==> config.mk <==
export PLATFORM = sky130hd
export DESIGN_NAME = xt_host_rx
export DESIGN_NICKNAME = d
export VERILOG_FILES = /design/src/rtl/xt_host_rx.sv
export SDC_FILE = /design/constraint.sdc
export NUM_CORES = 1
export LEC_CHECK = 0
export BUFFER_PORTS_ARGS = -buffer_cell sky130_fd_sc_hd__buf_4
export CORE_MARGIN = 1.5
export CORE_UTILIZATION = 45
export DETAILED_ROUTE_END_ITERATION = 10
export HOLD_SLACK_MARGIN = 0.1
export PLACE_DENSITY_LB_ADDON = 0.05
export SYNTH_ARGS = -nofsm -noshare
export SYNTH_HDL_FRONTEND = slang
export SYNTH_SLANG_ARGS = --single-unit
==> constraint.sdc <==
create_clock -name clk -period 2.3 [get_ports clk]
set_input_delay 0.46 -clock clk [delete_from_list [all_inputs] [get_ports clk]]
set_output_delay 0.46 -clock clk [all_outputs]
set_load 0.01 [all_outputs]
==> src/rtl/xt_host_rx.sv <==
module xt_host_rx #(
  parameter int TIMEOUT_CYC = 100000,
  parameter int RESET_CYC   = 1000000,
  parameter int GUARD_CYC   = 4
) (
  input  logic       clk,
  input  logic       rst_n,
  input  logic       kb_clk_in,
  input  logic       kb_data_in,
  input  logic       ack,
  input  logic       reset_req,
  output logic [7:0] byte_out,
  output logic       byte_valid,
  output logic       clk_drive_low,
  output logic       data_drive_low
);
  localparam int TW = $clog2(TIMEOUT_CYC + 1);
  localparam int RW = $clog2(RESET_CYC + 1);
  localparam int GW = $clog2(GUARD_CYC + 1);

  logic [1:0]    c_s, d_s;
  logic          c_prev;
  logic [8:0]    sr;
  logic [TW-1:0] idle_cnt;
  logic [RW-1:0] rst_cnt;
  logic [GW-1:0] guard_cnt;

  wire fall      = c_prev & ~c_s[1];
  wire resetting = rst_cnt != '0;
  wire listen    = ~sr[0] & ~resetting & (guard_cnt == '0);
  wire consume   = sr[0] & ack;
  wire expired   = listen & (sr != '0) & (idle_cnt == TW'(TIMEOUT_CYC));

  always_ff @(posedge clk or negedge rst_n)
    if (!rst_n) begin
      c_s    <= 2'b11;
      d_s    <= 2'b11;
      c_prev <= 1'b1;
    end else begin
      c_s    <= {c_s[0], kb_clk_in};
      d_s    <= {d_s[0], kb_data_in};
      c_prev <= c_s[1];
    end

  always_ff @(posedge clk or negedge rst_n)
    if (!rst_n)                    sr <= '0;
    else if (reset_req | resetting) sr <= '0;
    else if (consume)              sr <= '0;
    else if (listen & fall)        sr <= {d_s[1], sr[8:1]};
    else if (expired)              sr <= '0;

  always_ff @(posedge clk or negedge rst_n)
    if (!rst_n)                            idle_cnt <= '0;
    else if (fall | ~listen | (sr == '0))  idle_cnt <= '0;
    else if (idle_cnt != TW'(TIMEOUT_CYC)) idle_cnt <= idle_cnt + 1'b1;

  always_ff @(posedge clk or negedge rst_n)
    if (!rst_n)         rst_cnt <= '0;
    else if (reset_req) rst_cnt <= RW'(RESET_CYC);
    else if (resetting) rst_cnt <= rst_cnt - 1'b1;

  always_ff @(posedge clk or negedge rst_n)
    if (!rst_n)                                    guard_cnt <= '0;
    else if (consume | (rst_cnt == RW'(1) & ~reset_req)) guard_cnt <= GW'(GUARD_CYC);
    else if (guard_cnt != '0)                      guard_cnt <= guard_cnt - 1'b1;

  assign byte_out       = sr[8:1];
  assign byte_valid     = sr[0];
  assign clk_drive_low  = sr[0] | resetting;
  assign data_drive_low = sr[0];
endmodule


Word-level counts from Yosys, hierarchy flattened. Index checks and enable logic that the tools add are counted.

$add $sub $neg: 3. Eq/ne operators: 3. Muxes and demuxes: 10. Bitwise gates (word level): 18. Reduce and logical (&&, ||, !) cells: 9.

Operators with widths (number): 20-bit 2-to-1 mux (2); 9-bit 2-to-1 mux (4); 17-bit 2-to-1 mux (2); 20-bit by 1-bit equality test with 1-bit output (second input constant) (1); 20-bit nonzero test (1); 20-bit by 1-bit subtractor with 20-bit output (second input constant) (1); 17-bit by 1-bit adder with 17-bit output (second input constant) (1); 17-bit equality test (second input constant) (1); 17-bit != test (second input constant) (1); 9-bit logical NOT (1); 9-bit nonzero test (1); 1-bit AND (8); 3-bit 2-to-1 mux (2); 2-bit nonzero test (3); 1-bit NOT (5); 1-bit OR (5); 4-bit nonzero test (1); 3-bit logical NOT (1); 3-bit nonzero test (1); 3-bit by 1-bit subtractor with 3-bit output (second input constant) (1).

Flip-flop bits (word level): 54. Bits of input ports: 6. Logic and storage cells: 50.

Depth between registers and ports, before layout. Gate-level depths: netlist (run 1).

Depth after elaboration: 10. Gate-level depth with buffers: 8. Mapped depth without buffers: 6.

Worst setup path after synthesis (run 1). No wires, ideal clock.

Path kind: flip-flop to flip-flop. From: reg rst_cnt[10]. To: reg rst_cnt[18]. Library setup time: 0.132 ns. Arrival: 1.988 ns. Required time: 2.168 ns. Setup slack: 0.180 ns. Stages on the path, launching flop included: 5. Path buffers: 0. Path through: dfrtp_1 or4_4 or4_4 o31ai_2 or3b_1.

Longest elaborated chain between the ends: 3.

RTL lines: from (decl) (RTL line 25) `logic [RW-1:0] rst_cnt;`; from (signal assigned) (RTL line 59) `else if (reset_req) rst_cnt <= RW'(RESET_CYC);`; from (signal assigned) (RTL line 60) `else if (resetting) rst_cnt <= rst_cnt - 1'b1;`; 20-bit by 1-bit subtractor with 20-bit output (RTL line 60); 20-bit 2-to-1 mux (RTL line 60); 20-bit 2-to-1 mux (RTL line 59).

Several ways; a longest one is shown, not always the timed one. The select of a mux whose other input is x is not followed. A chain may end at the register's enable or synchronous reset.

Final worst setup path (run 1).
From: reg rst_cnt[16]. To: out clk_drive_low.

Longest elaborated chain between the ends: 2.

RTL lines: 20-bit nonzero test (RTL line 29) `wire resetting = rst_cnt != '0;`; 1-bit OR (RTL line 69) `assign clk_drive_low = sr[0] | resetting;`; to (decl) (RTL line 14) `output logic clk_drive_low,`.

Every way passes these cells.

==> results.txt, run 1 <==
Tmin final - 2237 ps
Max clock buf depth - 2
Pleak - 1.332 nW
Hold Fails Final Rpt - 0
layout cells sized above 1 - 20.49%
vias in the first global route - 2,198
H-Tree Depth - 2
crit share post-route - 97.24%
CTS tree - built
Slew @ Worst Pin - 687.3 ps
Starting Density - 47.52%
# diodes - 0
Final Cell Area - 3334 um2
# nets final - 339
met1 Use GR - 26.97%
initial antenna violation count - 0
outcome - complete, no violations
Synth Register Bits - 54
Hold Crit Class - input pin to asynchronous set/reset pin
top cells by area, synth - dfrtp_1 43%, dfstp_2 4.6%, nor2_1 3.8%, mux2i_1 3.5%, xnor2_1 3.3%
skew final - 10.33 ps
DRC - 0
Worst-Skew Late Latency - 320 ps
GR peak layer - met2
fin. max-slew vios - 0
area leader, netlist - dfrtp_1
PD cells - 522.2 nW/um2
Final Worst Setup Slack - 63.41 ps
CTS Hold Bufs - 0
CTS Buf Count - 5
CP max stage delay - 450 ps
Slew headroom - 54.18%
post-layout util - 55.02%
global routing usage on met3 - 3.479%
sequential share of the synthesized area - 47.13%
placed inst area - 3173 um2
commonest non-fill, non-tap cells in the layout - 48 x dfrtp_1, 35 x buf_4, 29 x nor2_1, 17 x nand3_1
largest net degree at the start of global routing - 55
Unique masters post-synth - 49
Detailed Place HPWL - 4092 um
final setup TNS - 0 ps
Detailed Route Iter0 Violations - 69
crit start category - register
Worst IR Drop VDD - 0.3001 mV
total track usage - 18.48%
FF-to-FF Start - rst_cnt[11]$_DFFE_PN0N_
crit path kind - register to primary output
IO buf count - 16
total gr overflow - 0
MaxCap Viol Count - 0
Worst Path Arrival - 1780 ps
CP Data Required Time - 1840 ps
DR vias/cell - 5.604
Fmax - 447.1 MHz
routability congestion estimate - 0.8123
Synth warnings - 0
Syn Std Cell Area - 2880 um2
final wirelength - 5914 um
Primary FF master, synth - dfrtp_1
top cell type's share of synthesized area - 42.57%
CP startpoint - rst_cnt[16]$_DFFE_PN0N_
gate count after technology mapping - 291
Area Growth Syn to Fin - 15.77%
ys async rst share - 100.0%
CORE AREA - 6061 um2
CTS Sinks - 54
Setup Viol. Count Final - 0
pre-CTS WS - 155.3 ps
drt pass-1 iters - 4
Die X - 83.01 um
syn_nets - 304
most common cell after layout, fill and taps aside - dfrtp_1
Avg Synthesized Cell Area - 9.898 um2
Detail Route Antenna Nets - 0
average routed wire per standard cell - 14.71 um
die footprint - 6890 um2
Fill cells - 551
Die Y - 83.01 um
Post-synth EDFFs - 0
first-pass GRT wire length - 10,500 um
crit-path cells - nor4_4 -> buf_4 -> nand4_1 -> or3_4 -> buf_6
grt met2 use - 27.86%
Worst-path clk slew - 110 ps
Worst Setup End Kind - primary output
Slowest cell on crit path - dfrtp_2
number of top-level pins - 17
RSZ-0062 raised after global routing - yes
maximum fanout along the worst path - 3
Via Count - 2,253
CTS root buf - clkbuf_8
site row count - 28
## Yosys cell counts, types with 2 or more instances
cell	count
a211o_1	3
a211oi_1	2
a21oi_1	16
and3_1	2
buf_6	2
clkbuf_1	5
dfrtp_1	49
dfstp_2	5
ha_1	7
inv_1	11
mux2_1	2
mux2i_1	10
nand2_1	14
nand2b_1	3
nand3_1	17
nand4_1	6
nor2_1	29
nor2b_1	9
nor3_1	16
nor3_2	2
nor4_1	13
o21ai_0	7
o31ai_1	9
o41ai_1	2
or3_1	5
or3_2	2
or4_1	8
or4_4	3
xnor2_1	11
xor2_1	2
## worst paths after layout
check                                               end  slack [ps]  cells after the start
worst min-delay path                  sr[7]$_DFFE_PN0P_         170                      1
worst max-delay path                      clk_drive_low          60                      5
worst max register to register  rst_cnt[18]$_DFFE_PN0N_         140                      4
min in group clk                       d_s[0]$_DFF_PN1_         240                      1
worst min register to register         d_s[1]$_DFF_PN1_         360                      0
max in group asynchronous       rst_cnt[16]$_DFFE_PN0N_        1640                      1
## metal layers
layer,vias up,share of wire [%]
met1,1087,53
met4,0,0.98
met2,17,44
met3,5,2.0
met5,-,0
li1,1144,-
## logic make-up after synthesis
kind of cell,synth area share (%)
and+or+nand+nor,27.89
DFF,47.13
AOI/OAI and AO/OA,10.03
buffers and inverters,3.301
xor gates and xnor gates,3.953
muxes,4.648
adders and majority gates,3.041
## power breakdown
| group | internal [mW] | switching, mW |
|---|---|---|
| clock network | 0.219 | 0.342 |
| registers | 0.979 | 0.0292 |
| logic | 0.0723 | 0.100 |
| total | 1.27 | 0.471 |
## registers in the layout (all words and copies together), names as in the netlist
register and count:
rst_cnt 20, idle_cnt 17, sr 9, guard_cnt 3, c_s 2, d_s 2, c_prev 1
## worst max-delay path: cells and delay by family, from the launching register on
kind / cells / cell delay (ps)
flops: 1 / 450
buf+inv: 2 / 290
simple gates: 3 / 740
## layout make-up
| cell class | count | area [um2] | share of cell area, % |
|---|---|---|---|
| clock buffer | 5 | 68.82 | 2.064 |
| tap | 75 | 93.84 | 2.814 |
| multi-input combinational | 217 | 1454 | 43.60 |
| clock inverter | 3 | 23.77 | 0.7129 |
| timing repair buffer | 37 | 294.0 | 8.818 |
| sequential | 54 | 1359 | 40.75 |
| inverter | 11 | 41.29 | 1.238 |
## timing repair
| action | in CTS | in global routing |
|---|---|---|
| endpoints found under the setup margin | 1 | 1 |
| endpoints found under the hold margin | 0 | 0 |
| gates resized for setup | 3 | 3 |
| buffers inserted | 4 | 1 |
| pin swaps | 3 | 3 |
## metrics by stage
| stage | hold WS [ps] | instances | power [mW] |
|---|---|---|---|
| floorplan | 164.4 | 291 | 1.127 |
| global placement | 345.8 | 389 | 1.198 |
| detailed placement | 349.1 | 389 | 1.202 |
| CTS | 205.0 | 401 | 1.776 |
| global route | 218.9 | 402 | 1.831 |
| finish | 170.7 | 402 | 1.741 |
Note: power is estimated with default switching activity, not from simulation.
==> inputs of run 2 (changes only) <==
Settings changed: CELL_PAD_IN_SITES_DETAIL_PLACEMENT from default to 1, CELL_PAD_IN_SITES_GLOBAL_PLACEMENT from default to 1, CORE_UTILIZATION 45 to 43.
==> results.txt, run 2 (synthesized netlist as in run 1, its figures left out) <==
outcome - finished with violations
CTS tree - built
CTS Buf Count - 5 (unchanged)
Detailed Route Iter0 Violations - 91 (+32%)
DP Cell Count - 391 (+0.51%)
wl on met1 - 3325 um (+5.7%)
Hold Fails Final Rpt - 0 (unchanged)
Slew @ Worst Pin - 692.3 ps (+4.963 ps)
most common cell after layout, fill and taps aside - dfrtp_1
biggest regs - rst_cnt: 20 flops, idle_cnt: 17 flops, sr: 9 flops
clock power share - 32.6% (+0.4 points)
Worst Path Buf+Inv - 2 (unchanged)
CTS Sinks - 54 (unchanged)
vias in the first global route - 2,388 (+8.6%)
# diodes - 0 (unchanged)
Via Count - 2,329 (+3.4%)
switching share of power - 27.69% (+0.62 points)
Die Y - 84.85 um (+2.2%)
MaxCap Viol Count - 0 (unchanged)
CTS root buf - clkbuf_8
Slew headroom - 53.85% (-0.33 points)
DRC - 5 (+5)
Fill cells - 720 (+31%)
post-layout util - 52.02% (-3.0 points)
PD cells - 525.2 nW/um2 (+0.58%)
Worst-path clk slew - 110 ps (about the same)
site row count - 29 (+3.6%)
average routed wire per standard cell - 16.20 um (+10%)
reg2reg setup slack - 90 ps (-50 ps)
first-pass GRT wire length - 11,600 um (+10%)
final setup TNS - 0 ps (unchanged)
Fmax - 440.5 MHz (-1.5%)
crit share post-route - 98.70% (+1.5 points)
total track usage - 20.01% (+1.5 points)
Pleak - 1.316 nW (-1.2%)
max reg flops - 20 (unchanged)
Final Cell Area - 3341 um2 (+0.19%)
largest net degree at the start of global routing - 55 (unchanged)
Highest Signal Layer - met4
sequential share of power - 57.7% (-0.2 points)
Reg with most FFs - rst_cnt
commonest non-fill, non-tap cells in the layout - 46 x dfrtp_1, 36 x buf_4, 29 x nor2_1, 17 x nand3_1
RSZ-0062 raised after global routing - yes
skew final - 7.350 ps (-2.976 ps)
fin. max-slew vios - 0 (unchanged)
failing checks - DRC
CORE AREA - 6422 um2 (+6.0%)
Starting Density - 44.85% (-2.7 points)
placed inst area - 3176 um2 (about the same)
routability congestion estimate - 0.7972 (-1.9%)
Tmin final - 2270 ps (+33.51 ps)
Die X - 84.85 um (+2.2%)
Worst IR Drop VDD - 0.2420 mV (-19%)
IO buf count - 16 (unchanged)
# nets final - 340 (+0.29%)
total gr overflow - 0 (unchanged)
crit start category - register
Area Growth Syn to Fin - 15.99%
H-Tree Depth - 2 (unchanged)
Worst-Skew Late Latency - 320 ps (about the same)
maximum fanout along the worst path - 2 (-1)
drt pass-1 iters - 9 (+5)
initial antenna violation count - 0 (unchanged)
final wirelength - 6562 um (+11%)
DR WL met3 - 178 um (+53%)
P_sw - 485.8 uW (+3.1%)
met2 wire length - 2982 um (+15%)
Hold Crit Class - input pin to asynchronous set/reset pin
total power - 1.755 mW (+0.77%)
Max clock buf depth - 2 (unchanged)
Combinational Power Share - 9.7% (-0.2 points)
CP max stage delay - 430 ps (-20 ps)
crit-path cells - nor4_2 -> buf_4 -> nand4_1 -> or3_1 -> buf_6
DR vias/cell - 5.751 (+2.6%)
crit path kind - register to primary output
Worst Setup End Kind - primary output
Slowest cell on crit path - dfrtp_2
Pint - 1.269 mW (about the same)
Layout Cells excl Fill - 405 (+0.75%)
Detailed Place HPWL - 4612 um (+13%)
die footprint - 7199 um2 (+4.5%)
CP top delay family - simple AND/OR/NAND/NOR gates
Detail Route Antenna Nets - 0 (unchanged)
Worst Path Arrival - 1810 ps (+30 ps)
layout cells sized above 1 - 21.04% (+0.55 points)
Setup Viol. Count Final - 0 (unchanged)
number of top-level pins - 17 (unchanged)
CP Data Required Time - 1840 ps (about the same)
## run 2: changes by cell type in the layout (fill, tap and decap cells not counted), sizes merged
cell and delta:
buf +1, clkinv +1, clkinvlp -1
## run 2: layout make-up
class                           instances  area [um2]  share of cell area [%]
Clock buffer                            5       68.82                   2.060
Clock inverter                          3       25.02                  0.7491
Inverter                               11       41.29                   1.236
Multi-Input combinational cell        217        1446                   43.30
Sequential cell                        54        1361                   40.75
Tap cell                               77       96.34                   2.884
Timing Repair Buffer                   38       301.5                   9.026
## run 2: through the flow
| stage | hold slack [ps] | setup slack (ps) |
|---|---|---|
| 2_1_floorplan | 164.4 | 180.4 |
| 3_3_place_gp | 345.4 | 164.9 |
| 3_5_place_dp | 348.5 | 123.9 |
| 4_1_cts | 200.2 | 12.64 |
| 5_1_grt | 211.7 | -60.61 |
| 6_report | 170.9 | 29.90 |
## run 2: routing by layer
metal / track usage, % / vias to the layer above
li1: - / 1137
met1: 27.86 / 1159
met2: 32.22 / 26
met3: 3.696 / 7
met4: 5.514 / 0
met5: 0 / -
## run 2: path summary, 6_finish.rpt
| kind | startpoint | to | cells past startpoint |
|---|---|---|---|
| setup / recovery | rst_cnt[17]$_DFFE_PN0N_ | clk_drive_low | 5 |
| max in group asynchronous | rst_n | rst_cnt[11]$_DFFE_PN0N_ | 1 |
| hold / removal | rst_n | sr[6]$_DFFE_PN0P_ | 1 |
| min in group clk | kb_clk_in | c_s[0]$_DFF_PN1_ | 1 |
| setup reg to reg | rst_cnt[10]$_DFFE_PN0N_ | rst_cnt[18]$_DFFE_PN0N_ | 5 |
| hold reg to reg | c_s[0]$_DFF_PN1_ | c_s[1]$_DFF_PN1_ | 0 |
## run 2: power groups by stage
stage / Combinational, mW / Clock [mW] / Sequential (mW)
CTS: 0.174 / 0.594 / 1.01
floorplan: 0.107 / 0 / 1.02
global placement: 0.168 / 0 / 1.03
detailed placement: 0.172 / 0 / 1.03
finish: 0.170 / 0.573 / 1.01
global route: 0.195 / 0.625 / 1.02
## run 2: repair_timing
action	CTS	global route
setup endpoints to repair	1	2
pin swaps	3	2
resized for setup	5	2
buffers inserted	6	0
hold buffers	0	0
